**src/rtl/nand_ecc_pkg.sv**
```systemverilog
package nand_ecc_pkg;

  localparam int unsigned CTL_EN_BIT   = 0;
  localparam int unsigned CTL_CLR_BIT  = 1;
  localparam int unsigned CTL_PSEL_BIT = 2;
  localparam logic [7:0]  CTL_KEEP_MASK = 8'h05;

  // Strobes from the control module to the datapath.
  typedef struct packed {
    logic       fold;   // take this byte into the accumulator
    logic       clear;  // empty the accumulator
    logic [7:0] data;   // the byte being folded
    logic [7:0] idx;    // index of this byte within the block
  } ecc_strobe_t;

endpackage

```
**src/rtl/nand_ecc_ctrl.sv**
```systemverilog
module nand_ecc_ctrl
  import nand_ecc_pkg::*;
#(
  parameter int unsigned ADDR_W      = 12,
  parameter int unsigned DATA_WIN    = 12'h800,
  parameter int unsigned CTL_OFS     = 12'h815,
  parameter int unsigned BLOCK_BYTES = 256
) (
  input  logic              clk,
  input  logic              rstN,
  input  logic [ADDR_W-1:0] busAddr,
  input  logic              busWr,
  input  logic              busRd,
  input  logic [7:0]        busWdata,
  input  logic [7:0]        flashRdata,
  output ecc_strobe_t       strobe,
  output logic [7:0]        ctlByte
);

  localparam int unsigned CNT_W = $clog2(BLOCK_BYTES + 1);
  localparam logic [CNT_W-1:0] CNT_FULL = CNT_W'(BLOCK_BYTES);

  logic [7:0]       ctlQ;
  logic [CNT_W-1:0] byteCnt;
  logic             inWindow;
  logic             ctlWr;
  logic             blockOpen;

  assign inWindow  = busAddr < ADDR_W'(DATA_WIN);
  assign ctlWr     = busWr && (busAddr == ADDR_W'(CTL_OFS));
  assign blockOpen = byteCnt < CNT_FULL;

  always_comb begin
    strobe.clear = ctlWr && busWdata[CTL_CLR_BIT];
    strobe.fold  = (busWr || busRd) && inWindow && ctlQ[CTL_EN_BIT] && blockOpen;
    strobe.data  = busWr ? busWdata : flashRdata;
    strobe.idx   = 8'(byteCnt);
  end

  assign ctlByte = ctlQ;

  always_ff @(posedge clk or negedge rstN) begin
    if (!rstN) begin
      ctlQ <= '0;
    end else if (ctlWr) begin
      ctlQ <= busWdata & CTL_KEEP_MASK;
    end
  end

  always_ff @(posedge clk or negedge rstN) begin
    if (!rstN) begin
      byteCnt <= '0;
    end else if (strobe.clear) begin
      byteCnt <= '0;
    end else if (strobe.fold) begin
      byteCnt <= byteCnt + 1'b1;
    end
  end

  AST_CNT_BOUND: assert property (@(posedge clk) disable iff (!rstN)
    byteCnt <= CNT_FULL);

  AST_FOLD_STEP: assert property (@(posedge clk) disable iff (!rstN)
    (strobe.fold && !strobe.clear) |=> byteCnt == $past(byteCnt) + 1'b1);

  AST_FULL_STOP: assert property (@(posedge clk) disable iff (!rstN)
    (byteCnt == CNT_FULL && !strobe.clear) |=> byteCnt == CNT_FULL);

  AST_CLEAR_INDEX: assert property (@(posedge clk) disable iff (!rstN)
    strobe.clear |=> byteCnt == '0);

endmodule

```
**src/rtl/nand_ecc_datapath.sv**
```systemverilog
module nand_ecc_datapath
  import nand_ecc_pkg::*;
#(
  parameter int unsigned IDX_W = 8
) (
  input  logic        clk,
  input  logic        rstN,
  input  ecc_strobe_t strobe,
  output logic [15:0] rowCode,
  output logic [7:0]  colCode
);

  localparam int unsigned LINE_W = 2 * IDX_W;
  localparam int unsigned PAD_W  = 16 - LINE_W;
  localparam int unsigned COL_W  = 6;

  logic [LINE_W-1:0] lineQ, lineNext;
  logic [COL_W-1:0]  colQ, colNext, colTerm;
  logic              byteParity;

  assign byteParity = ^strobe.data;

  // One pair of column terms for each bit of the bit position.
  for (genvar j = 0; j < 3; j++) begin : g_col
    logic [7:0] oddMask;
    for (genvar b = 0; b < 8; b++) begin : g_bit
      assign oddMask[b] = ((b >> j) & 1) == 1;
    end
    assign colTerm[2*j]   = ^(strobe.data & ~oddMask);
    assign colTerm[2*j+1] = ^(strobe.data & oddMask);
  end

  always_comb begin
    lineNext = lineQ;
    for (int k = 0; k < IDX_W; k++) begin
      if (strobe.idx[k]) lineNext[2*k+1] = lineQ[2*k+1] ^ byteParity;
      else               lineNext[2*k]   = lineQ[2*k]   ^ byteParity;
    end
    colNext = colQ ^ colTerm;
  end

  always_ff @(posedge clk or negedge rstN) begin
    if (!rstN) begin
      lineQ <= '0;
      colQ  <= '0;
    end else if (strobe.clear) begin
      lineQ <= '0;
      colQ  <= '0;
    end else if (strobe.fold) begin
      lineQ <= lineNext;
      colQ  <= colNext;
    end
  end

  if (PAD_W > 0) begin : g_pad
    assign rowCode = {{PAD_W{1'b1}}, ~lineQ};
  end else begin : g_nopad
    assign rowCode = ~lineQ;
  end
  assign colCode = {~colQ, 2'b11};

  AST_CLEAR_EMPTY: assert property (@(posedge clk) disable iff (!rstN)
    strobe.clear |=> (lineQ == '0 && colQ == '0));

  AST_IDLE_HOLD: assert property (@(posedge clk) disable iff (!rstN)
    (!strobe.fold && !strobe.clear) |=> ($stable(lineQ) && $stable(colQ)));

  AST_LINE_TOGGLE: assert property (@(posedge clk) disable iff (!rstN)
    (strobe.fold && !strobe.clear) |=>
      $countones(lineQ ^ $past(lineQ)) == ($past(byteParity) ? IDX_W : 0));

  AST_COL_TOGGLE: assert property (@(posedge clk) disable iff (!rstN)
    (strobe.fold && !strobe.clear) |=>
      $countones(colQ ^ $past(colQ)) == ($past(byteParity) ? 3 : 0) ||
      $countones(colQ ^ $past(colQ)) != 3);

endmodule

```
**src/rtl/nand_ecc_gen.sv**
```systemverilog
module nand_ecc_gen
  import nand_ecc_pkg::*;
#(
  parameter int unsigned ADDR_W      = 12,
  parameter int unsigned BLOCK_BYTES = 256,
  parameter int unsigned DATA_WIN    = 12'h800,
  parameter int unsigned WORD_OFS    = 12'h810,
  parameter int unsigned CTL_OFS     = 12'h815
) (
  input  logic              clk,
  input  logic              rstN,
  input  logic [ADDR_W-1:0] busAddr,
  input  logic              busWr,
  input  logic              busRd,
  input  logic [7:0]        busWdata,
  output logic [31:0]       busRdata,
  input  logic [7:0]        flashRdata,
  input  logic [7:0]        statusIn
);

  localparam int unsigned IDX_W = $clog2(BLOCK_BYTES);
  localparam logic [ADDR_W-1:0] A_WORD = ADDR_W'(WORD_OFS);
  localparam logic [ADDR_W-1:0] A_LOW  = ADDR_W'(WORD_OFS + 1);
  localparam logic [ADDR_W-1:0] A_HIGH = ADDR_W'(WORD_OFS + 2);
  localparam logic [ADDR_W-1:0] A_COL  = ADDR_W'(WORD_OFS + 3);
  localparam logic [ADDR_W-1:0] A_CTL  = ADDR_W'(CTL_OFS);

  ecc_strobe_t strobe;
  logic [15:0] rowCode;
  logic [7:0]  colCode;
  logic [7:0]  ctlByte;
  logic [7:0]  lowByte, highByte;

  nand_ecc_ctrl #(
    .ADDR_W(ADDR_W), .DATA_WIN(DATA_WIN), .CTL_OFS(CTL_OFS), .BLOCK_BYTES(BLOCK_BYTES)
  ) u_ctrl (
    .clk(clk), .rstN(rstN), .busAddr(busAddr), .busWr(busWr), .busRd(busRd),
    .busWdata(busWdata), .flashRdata(flashRdata), .strobe(strobe), .ctlByte(ctlByte)
  );

  nand_ecc_datapath #(.IDX_W(IDX_W)) u_dp (
    .clk(clk), .rstN(rstN), .strobe(strobe), .rowCode(rowCode), .colCode(colCode)
  );

  // The high register carries line bits 7:0, the low register bits 15:8.
  assign highByte = rowCode[7:0];
  assign lowByte  = rowCode[15:8];

  always_comb begin
    busRdata = '0;
    if (busAddr < ADDR_W'(DATA_WIN)) begin
      busRdata[7:0] = flashRdata;
    end else begin
      unique case (busAddr)
        A_WORD:  busRdata = {colCode, highByte, lowByte, statusIn};
        A_LOW:   busRdata[7:0] = lowByte;
        A_HIGH:  busRdata[7:0] = highByte;
        A_COL:   busRdata[7:0] = colCode;
        A_CTL:   busRdata[7:0] = ctlByte;
        default: busRdata = '0;
      endcase
    end
  end

  AST_COL_FIXED: assert property (@(posedge clk) disable iff (!rstN)
    (busRd && busAddr == A_COL) |-> busRdata[1:0] == 2'b11);

endmodule

```
**config.mk**
```make
export PLATFORM = sky130hd
export DESIGN_NAME = nand_ecc_gen
export DESIGN_NICKNAME = d
export VERILOG_FILES = /design/src/rtl/nand_ecc_pkg.sv /design/src/rtl/nand_ecc_ctrl.sv /design/src/rtl/nand_ecc_datapath.sv /design/src/rtl/nand_ecc_gen.sv
export SDC_FILE = /design/constraint.sdc
export NUM_CORES = 1
export LEC_CHECK = 0
export BUFFER_PORTS_ARGS = -buffer_cell sky130_fd_sc_hd__buf_2
export CAP_MARGIN = 20
export CORE_ASPECT_RATIO = 0.8
export CORE_UTILIZATION = 53
export CTS_BUF_LIST = sky130_fd_sc_hd__clkbuf_4
export DETAILED_ROUTE_END_ITERATION = 12
export PLACE_DENSITY = 0.83
export SYNTH_ARGS = -nofsm -noshare
export SYNTH_HDL_FRONTEND = slang
export SYNTH_SLANG_ARGS = --single-unit
export TNS_END_PERCENT = 10
```
**constraint.sdc**
```tcl
create_clock -name clk -period 6.13 [get_ports clk]
set_input_delay 1.226 -clock clk [delete_from_list [all_inputs] [get_ports clk]]
set_output_delay 1.226 -clock clk [all_outputs]
set_load 0.03 [all_outputs]
```
==> impl_metrics.json, run 1 <==
{
  "die_height_um": 60.06,
  "finalWirelength_mm": 6.270,
  "num_vias": 2158,
  "cts_hold_buf": 0,
  "p_leak_nw": 1.420,
  "wl_per_cell_um": 16.72,
  "ys_ff_latch": 33,
  "clockBufferDepth": 2,
  "post-route-period-util": 0.7623,
  "cts_buffers": 5,
  "arrival_ps": 3450,
  "route.detailed.drc": 0,
  "grt_first_pass_wirelength_mm": 10.03,
  "hold_violations": 0,
  "fill_cells": 341,
  "io_buffers": 71,
  "ir_drop_uv": 107.7,
  "pwr-share-seq": 0.497,
  "initial_core_util": 0.5721,
  "cts_root_buffer": "clkbuf_4",
  "setup.worst_path.start_class": "input port",
  "worst-setup-path-type": "in -> out",
  "report.final.slew_viol_count": 0,
  "cp.required_ps": 4900,
  "core_um2": 3904,
  "antennaDiodeCount": 0,
  "yosysSeqAreaShare": 0.3697,
  "syn_inst": 255,
  "slowest_delay_ps": 760,
  "slowest_stage": "or3_1",
  "via_per_inst": 5.755,
  "ys_types": 38,
  "final.min_clock_period_ps": 4673,
  "die-area_um2": 4479,
  "cts_resized": 0,
  "drive_gt1_frac": 0.2656,
  "status": "complete, no violations",
  "netlist_area_um2": 2233,
  "hold_class": "reg -> reg",
  "grt_max_degree": 34,
  "synth_nets": 296,
  "htree_levels": 2,
  "rsz0062_at_grt": "no",
  "max_freq_ghz": 0.2140,
  "fin_setup_tns_ps": 0,
  "clock_power_share": 0.256,
  "worst_path_most_repeated_cell": "buf_2",
  "grt_overflow": 0,
  "clk_pin_slew_worst_paths_ps": 90,
  "postRouteAntennaNets": 0,
  "worst_pin_slew_ps": 826.5,
  "finalSetupViolCount": 0,
  "fin_nets": 361,
  "antenna_found_initial": 0,
  "clock_latency_ps": 350,
  "clock_skew_ps": 5.532,
  "synth_warnings": 0,
  "area_growth_pct": 18.60,
  "swShare": 0.3320,
  "pin_count": 72,
  "cts_setup_buffers": 0,
  "cts_sinks": 33,
  "drt_iter0_drc": 161,
  "utilization": 0.6785,
  "p_sw_uw": 150.4,
  "crit_fanout": 23,
  "grt_use_total": 0.3118,
  "intPower_uw": 302.6,
  "cp-end-kind": "output port",
  "combPwrFrac": 0.247,
  "relSlewSlack": 0.4451,
  "first_pass_iters": 4,
  "synth_area_per_cell_um2": 8.758,
  "powerDensity_nw_per_um2": 171.0,
  "rows": 20,
  "cap_violations": 0,
  "grt_pass1_vias": 2030,
  "die_x_um": 74.58,
  "hpwl_mm": 4.639,
  "gp_congestion": 0.8518,
  "crit_chain": "buf_2 -> nor4_1 -> nand4_1 -> or3_1 -> inv_2 -> nand2_1 -> o221ai_1 -> buf_2",
  "cts_tree": "built"
}
==> power by group through the flow <==
stage | sequential, mW | clock, mW | combinational, mW
final | 0.225 | 0.116 | 0.112
after global routing | 0.226 | 0.129 | 0.123
after CTS | 0.225 | 0.121 | 0.111
after detailed placement | 0.229 | 0 | 0.109
after global placement | 0.229 | 0 | 0.109
after floorplan | 0.228 | 0 | 0.0708
==> Yosys cell counts (all sizes together) <==
cell     n  area (um2)
a221o    6       60.06
or4      1       7.510
xnor2   14       137.6
a21oi   20       100.1
nand2b   2       12.51
nand4    2       12.51
o221ai   1       8.760
nand3   12       60.06
dfrtp   33       825.8
nor2    45       168.9
and3     1       6.260
inv      7       26.27
nor4     1       6.260
or3      8       50.05
ha       1       12.51
xor2    16       147.7
o21ai   10       50.05
mux2     2       22.52
nand2   16       60.06
o211a    1       10.01
nor3     2       10.01
mux4     1       22.52
clkbuf  11       41.29
nand3b   1       7.510
o31ai    8       60.06
nor2b    2       12.51
o311ai   7       61.31
buf      3       23.77
nor3b    1       7.510
mux2i   18       187.7
a31oi    1       6.260
o211ai   1       7.510
==> final timing paths <==
check	slack (ps)	to	start	cells after the start
worst min-delay path	510	u_ctrl.ctlByte[2]	u_ctrl.ctlByte[2]	1
min in group asynchronous	950	u_dp.lineQ[8]	rstN	1
worst min register to register	510	u_ctrl.ctlByte[2]	u_ctrl.ctlByte[2]	1
worst max register to register	4350	u_ctrl.byteCnt[6]	u_ctrl.byteCnt[8]	6
max in group asynchronous	4700	u_dp.lineQ[9]	rstN	1
worst max-delay path	1460	busRdata[7]	busAddr[7]	8
==> routing by layer <==
| layer | GRT usage | wire, um | part of all wire |
|---|---|---|---|
| met2 | 0.4723 | 2736 | 0.44 |
| met3 | 0.05565 | 480 | 0.077 |
| met5 | 0 | 0 | 0 |
| met1 | 0.4442 | 2977 | 0.47 |
| met4 | 0.1267 | 75 | 0.012 |
==> flip-flops by register name, summed over array words and instances, names as in the netlist <==
register / flops
u_ctrl.ctlByte: 2
u_ctrl.byteCnt: 9
u_dp.lineQ: 16
u_dp.colQ: 6
==> cells in the final DEF (no fill, tap or decap), drive strengths merged, types with 2 or more instances in the layout <==
| master | instances |
|---|---|
| buf | 72 |
| clkbuf | 5 |
| o31ai | 8 |
| nor3 | 2 |
| mux2 | 2 |
| xnor2 | 14 |
| nor2b | 2 |
| o311ai | 7 |
| xor2 | 16 |
| or3 | 8 |
| nand3 | 12 |
| nor2 | 45 |
| inv | 7 |
| a21oi | 20 |
| mux2i | 18 |
| nand4 | 2 |
| dfrtp | 33 |
| o21ai | 10 |
| a221o | 6 |
| nand2b | 2 |
| nand2 | 16 |
==> worst max-delay path, delay by kind of cell <==
kind / cells / cell delay (ps)
AO/OA/AOI/OAI: 1 / 70
AND/OR/NAND/NOR: 4 / 1560
buffers and inverters: 3 / 590
==> kinds of logic (layout without fill, tap and decap cells) <==
group	count (synthesis)	count (layout)	share of synthesized area
buffers and inverters	21	86	0.04089
xor gates and xnor gates	30	30	0.1277
AOI/OAI and AO/OA	55	55	0.1630
DFF	33	33	0.3697
and+or+nand+nor	94	94	0.1888
muxes	21	21	0.1042
adders and majority gates	1	1	0.005601
==> area by class of cell <==
type	count	area, um2	share of cell area
Multi-Input combinational cell	201	1316	0.4969
Clock inverter	2	11.26	0.004251
Clock buffer	5	37.54	0.01417
Timing Repair Buffer	72	362.8	0.1370
Inverter	7	26.28	0.009920
Tap cell	55	68.82	0.02598
Sequential cell	33	825.8	0.3118
==> through the flow <==
stage	total power [mW]	area, um2	instances	hold slack, ps	setup WS (ps)
CTS	0.4565	2649	375	518.3	1467
finish	0.4530	2649	375	514.0	1457
global placement	0.3379	2600	368	484.3	1625
floorplan	0.2987	2233	255	459.1	1952
global route	0.4782	2649	375	534.4	1231
detailed placement	0.3384	2600	368	496.8	1467
Note: power is estimated with default switching activity, not from simulation.
==> inputs of run 2 (changes only) <==
--- a/config.mk
+++ b/config.mk
@@ -8,10 +8,10 @@
 export BUFFER_PORTS_ARGS = -buffer_cell sky130_fd_sc_hd__buf_2
 export CAP_MARGIN = 20
 export CORE_ASPECT_RATIO = 0.8
-export CORE_UTILIZATION = 53
+export CORE_UTILIZATION = 48
 export CTS_BUF_LIST = sky130_fd_sc_hd__clkbuf_4
 export DETAILED_ROUTE_END_ITERATION = 12
-export PLACE_DENSITY = 0.83
+export PLACE_DENSITY = 0.79
 export SYNTH_ARGS = -nofsm -noshare
 export SYNTH_HDL_FRONTEND = slang
 export SYNTH_SLANG_ARGS = --single-unit
==> constraint.sdc (replaced) <==
create_clock -name clk -period 4.1 [get_ports clk]
set_input_delay 0.82 -clock clk [delete_from_list [all_inputs] [get_ports clk]]
set_output_delay 0.82 -clock clk [all_outputs]
set_load 0.03 [all_outputs]
==> run 2 against run 1 <==
Sequential share of layout area is 0.13 points lower. Sequential cell count stayed put. Combinational power is 43% higher. Utilization is 6.1 points lower. Clock-buffer cell count stayed put. Cell count is 0.80% higher. Wire length is 5.0% lower.
==> impl_metrics.json, run 2 (same netlist as run 1, synthesis figures left out) <==
{
  "regMostFlops": "u_dp.lineQ",
  "crit_chain": "buf_2 -> nor4_1 -> nand4_1 -> buf_4 -> or3_1 -> inv_2 -> nand2_1 -> o221ai_1 -> buf_2",
  "place_inst": 372,
  "grt_pass1_vias": 1965,
  "hold_class": "in -> async",
  "pin_count": 72,
  "cts_tree": "built",
  "worst_pin_slew_ps": 734.3,
  "r2r_setup_slack_ps": 2300,
  "via_per_inst": 5.571,
  "place_area_um2": 2618,
  "slowest_delay_ps": 480,
  "htree_levels": 2,
  "first_pass_iters": 4,
  "clockBufferDepth": 2,
  "cap_violations": 0,
  "setup.worst_path.start_class": "input port",
  "arrival_ps": 2620,
  "cts_resized": 0,
  "worst-setup-path-type": "in -> out",
  "clock_latency_ps": 350,
  "cts_buffers": 5,
  "io_buffers": 71,
  "core_um2": 4309,
  "cts_sinks": 33,
  "drive_gt1_frac": 0.2710,
  "fin_total_pwr_uw": 667.1,
  "largestRegisters": "u_dp.lineQ (16), u_ctrl.byteCnt (9), u_dp.colQ (6)",
  "final_common_cell": "buf_2",
  "cts_setup_buffers": 0,
  "critPathTopFamily": "simple AND/OR/NAND/NOR gates",
  "cp.required_ps": 3280,
  "dp_slack_ps": 656.6,
  "cp-end-kind": "output port",
  "grt_first_pass_wirelength_mm": 9.680,
  "antenna_found_initial": 0,
  "num_vias": 2106,
  "finalWirelength_mm": 5.958,
  "rsz0062_at_grt": "no",
  "slowest_stage": "or3_1",
  "drt_iter0_drc": 157,
  "hold_ws_ps": 511.8,
  "rows": 21,
  "cts_root_buffer": "clkbuf_4",
  "crit_buf_inv": 4,
  "largest_reg_flops": 16,
  "die-area_um2": 4931,
  "route.detailed.drc": 0,
  "max_freq_ghz": 0.2905,
  "ir_drop_uv": 130.8,
  "worst_path_most_repeated_cell": "buf_2",
  "relSlewSlack": 0.5105,
  "grt_max_degree": 34,
  "clock_skew_ps": 9.132,
  "hold_violations": 0,
  "powerDensity_nw_per_um2": 250.8,
  "fin_setup_tns_ps": 0,
  "postRouteAntennaNets": 0,
  "status": "complete, no violations",
  "area_growth_pct": 19.10,
  "crit_fanout": 12,
  "gp_congestion": 0.8515,
  "finalSetupViolCount": 0,
  "clk_pin_slew_worst_paths_ps": 100,
  "die_x_um": 78.27,
  "grt_use_total": 0.2561,
  "utilization": 0.6173,
  "wl_per_cell_um": 15.76,
  "initial_core_util": 0.5183,
  "final.min_clock_period_ps": 3442,
  "p_leak_nw": 1.431,
  "final_area_um2": 2660,
  "post-route-period-util": 0.8396,
  "fin_ws_ps": 657.5,
  "fin_cells": 378,
  "most-common-layout-cells": "buf_2, nor2_1, dfrtp_1",
  "antennaDiodeCount": 0,
  "cts_hold_buf": 0,
  "report.final.slew_viol_count": 0,
  "grt_overflow": 0,
  "fin_nets": 363,
  "hpwl_mm": 4.576,
  "fill_cells": 399,
  "die_height_um": 63.01
}
## run 2: cell types whose count changed in the layout (fill, tap and decap cells not counted)
cell	before	now
clkinv_1	1	0
clkinvlp_4	1	0
buf_4	1	3
clkinv_2	0	1
## run 2: worst paths after layout
kind | start | to | depth (start not counted)
worst max-delay path | busAddr[7] | busRdata[7] | 9
worst min-delay path | rstN | u_dp.colQ[0] | 1
worst max register to register | u_ctrl.byteCnt[8] | u_ctrl.byteCnt[7] | 6
worst min register to register | u_dp.lineQ[7] | u_dp.lineQ[7] | 1
max in group asynchronous | rstN | u_ctrl.byteCnt[0] | 1
min in group clk | u_dp.lineQ[7] | u_dp.lineQ[7] | 1
## run 2: worst register-to-register path: cells and delay by family, from the launching register on
| family | cells | cell delay (ps) |
|---|---|---|
| simple gates | 4 | 790 |
| flops | 1 | 410 |
| compound gates | 1 | 320 |
| xor+xnor | 1 | 150 |
## run 2: layout make-up
cell class / instances / area [um2] / share of cell area
inverter: 7 / 26.28 / 0.009878
clock inverter: 1 / 5.005 / 0.001881
multi-input combinational: 201 / 1316 / 0.4948
timing repair buffer: 74 / 377.9 / 0.1421
sequential: 33 / 825.8 / 0.3104
tap: 57 / 71.32 / 0.02681
clock buffer: 5 / 37.54 / 0.01411
## run 2: routing by layer
| layer | wire length (um) | global-route usage | vias up |
|---|---|---|---|
| li1 | - | - | 1040 |
| met1 | 2899 | 0.3767 | 983 |
| met2 | 2565 | 0.3750 | 76 |
| met3 | 418 | 0.05839 | 7 |
| met4 | 75 | 0.06944 | 0 |
| met5 | 0 | 0 | - |
## run 2: power by group
group          switching, mW  total [mW]  internal [mW]
combinational         0.0998       0.160         0.0607
sequential           0.00703       0.337          0.330
clock                  0.110       0.169         0.0593
total                  0.217       0.667          0.450
==> inputs of run 3 (changes only) <==
==> constraint.sdc (replaced) <==
create_clock -name clk -period 3 [get_ports clk]
set_input_delay 0.6 -clock clk [delete_from_list [all_inputs] [get_ports clk]]
set_output_delay 0.6 -clock clk [all_outputs]
set_load 0.03 [all_outputs]
==> run 3 against run 2 <==
Design area is 3.3% higher. Clock-buffer cell count is 1 higher. Global-route usage is 0.13 points lower. Critical path depth is 1 lower. Critical path type unchanged. Wire length is 0.29% lower.
==> impl_metrics.json, run 3 (same netlist as run 1, synthesis figures left out) <==
{
  "combPwrFrac": 0.236,
  "fin_nets": 370,
  "num_vias": 2150,
  "grt_first_pass_wirelength_mm": 9.611,
  "grt_max_degree": 34,
  "critPathLaunch": "busAddr[7]",
  "relSlewSlack": 0.5154,
  "pwr-share-seq": 0.442,
  "ir_drop_uv": 218.0,
  "powerDensity_nw_per_um2": 379.3,
  "final_common_cell": "buf_2",
  "grt_overflow": 0,
  "r2r-start": "u_ctrl.byteCnt[8]",
  "cts_tree": "built",
  "clock_latency_ps": 340,
  "cts_root_buffer": "clkbuf_4",
  "p_leak_nw": 1.480,
  "max_freq_ghz": 0.3743,
  "initial_core_util": 0.5183,
  "postRouteAntennaNets": 0,
  "worst_pin_slew_ps": 726.9,
  "die_height_um": 63.01,
  "largest_reg_flops": 16,
  "cts_setup_buffers": 0,
  "worst-setup-path-type": "in -> out",
  "finalSetupViolCount": 0,
  "cts_resized": 0,
  "final.min_clock_period_ps": 2671,
  "finalWirelength_mm": 5.941,
  "hold_class": "in -> async",
  "grt_use_total": 0.2548,
  "swShare": 0.2964,
  "hpwl_mm": 4.581,
  "status": "complete, no violations",
  "cp.required_ps": 2400,
  "die_x_um": 78.27,
  "cts_buffers": 5,
  "p_sw_uw": 309.1,
  "pin_count": 72,
  "clockBufferDepth": 2,
  "final_area_um2": 2749,
  "most-common-layout-cells": "buf_2, nor2_1, dfrtp_1",
  "ff2ff_path_depth": 6,
  "fin_ws_ps": 328.6,
  "intPower_uw": 733.7,
  "rows": 21,
  "dp_slack_ps": 333.5,
  "rsz0062_at_grt": "no",
  "core_um2": 4309,
  "drt_iter0_drc": 168,
  "cap_violations": 0,
  "regMostFlops": "u_dp.lineQ",
  "io_buffers": 71,
  "htree_levels": 2,
  "area_growth_pct": 23.08,
  "first_pass_iters": 4,
  "route.detailed.drc": 0,
  "antenna_found_initial": 0,
  "grt_pass1_vias": 1922,
  "clock_skew_ps": 13.81,
  "wl_per_cell_um": 15.35,
  "gp_congestion": 0.8020,
  "setup.worst_path.start_class": "input port",
  "cts_hold_buf": 0,
  "via_per_inst": 5.556,
  "cp-end-kind": "output port",
  "largestRegisters": "u_dp.lineQ (16), u_ctrl.byteCnt (9), u_dp.colQ (6)",
  "clk_pin_slew_worst_paths_ps": 110,
  "cts_sinks": 33,
  "antennaDiodeCount": 0,
  "hold_violations": 0,
  "drive_gt1_frac": 0.2879,
  "place_area_um2": 2670,
  "report.final.slew_viol_count": 0,
  "clock_power_share": 0.322,
  "die-area_um2": 4931,
  "fin_setup_tns_ps": 0,
  "arrival_ps": 2070,
  "post-route-period-util": 0.8905,
  "fin_total_pwr_mw": 1.043,
  "crit_fanout": 8
}
==> run 3: changes by cell type in the layout (fill, tap and decap cells not counted), sizes merged <==
cell    before  now
clkbuf       5    6
buf         74   81
bufinv       0    1
==> run 3: worst paths after layout <==
kind | to | slack [ps]
setup reg to reg | u_ctrl.byteCnt[6] | 1310
hold reg to reg | u_dp.lineQ[13] | 510
min in group clk | u_dp.lineQ[13] | 510
hold / removal | u_dp.colQ[1] | 300
setup / recovery | busRdata[7] | 330
max in group asynchronous | u_dp.lineQ[3] | 2220
==> run 3: metal layers <==
layer | wire [um] | GRT usage | part of all wire | vias to the layer above
li1 | - | - | - | 1057
met3 | 373 | 0.07737 | 0.063 | 2
met2 | 2568 | 0.3586 | 0.43 | 64
met5 | 0 | 0 | 0 | -
met1 | 2981 | 0.3847 | 0.50 | 1027
met4 | 18 | 0.04398 | 0.0030 | 0
==> run 3: area by class of cell <==
cell class	count	area, um2
Clock buffer	6	45.04
Clock inverter	2	33.78
Fill cell	373	1560
Inverter	7	26.28
Multi-Input combinational cell	201	1316
Sequential cell	33	825.8
Tap cell	57	71.32
Timing Repair Buffer	81	430.4
==> run 3: worst max-delay path, stage by stage <==
cell	delay [ps]
buf_2	90
nor4_1	350
nand4_1	150
or3_1	380
inv_2	140
nand2_1	70
o221ai_1	60
buf_2	220
==> run 3: power groups by stage <==
stage	clock network, mW	logic [mW]	registers (mW)
2_1_floorplan	0	0.145	0.466
3_3_place_gp	0	0.236	0.469
3_5_place_dp	0	0.241	0.469
4_1_cts	0.343	0.243	0.461
5_1_grt	0.361	0.266	0.462
6_report	0.336	0.246	0.461
==> run 3: stage by stage <==
stage | util | cells | hold slack (ps)
after floorplan | - | 255 | 304.4
after global placement | 0.6196 | 379 | 495.5
after detailed placement | 0.6196 | 379 | 494.5
after CTS | 0.6379 | 387 | 323.8
after global routing | 0.6379 | 387 | 344.9
final | 0.6379 | 387 | 297.6
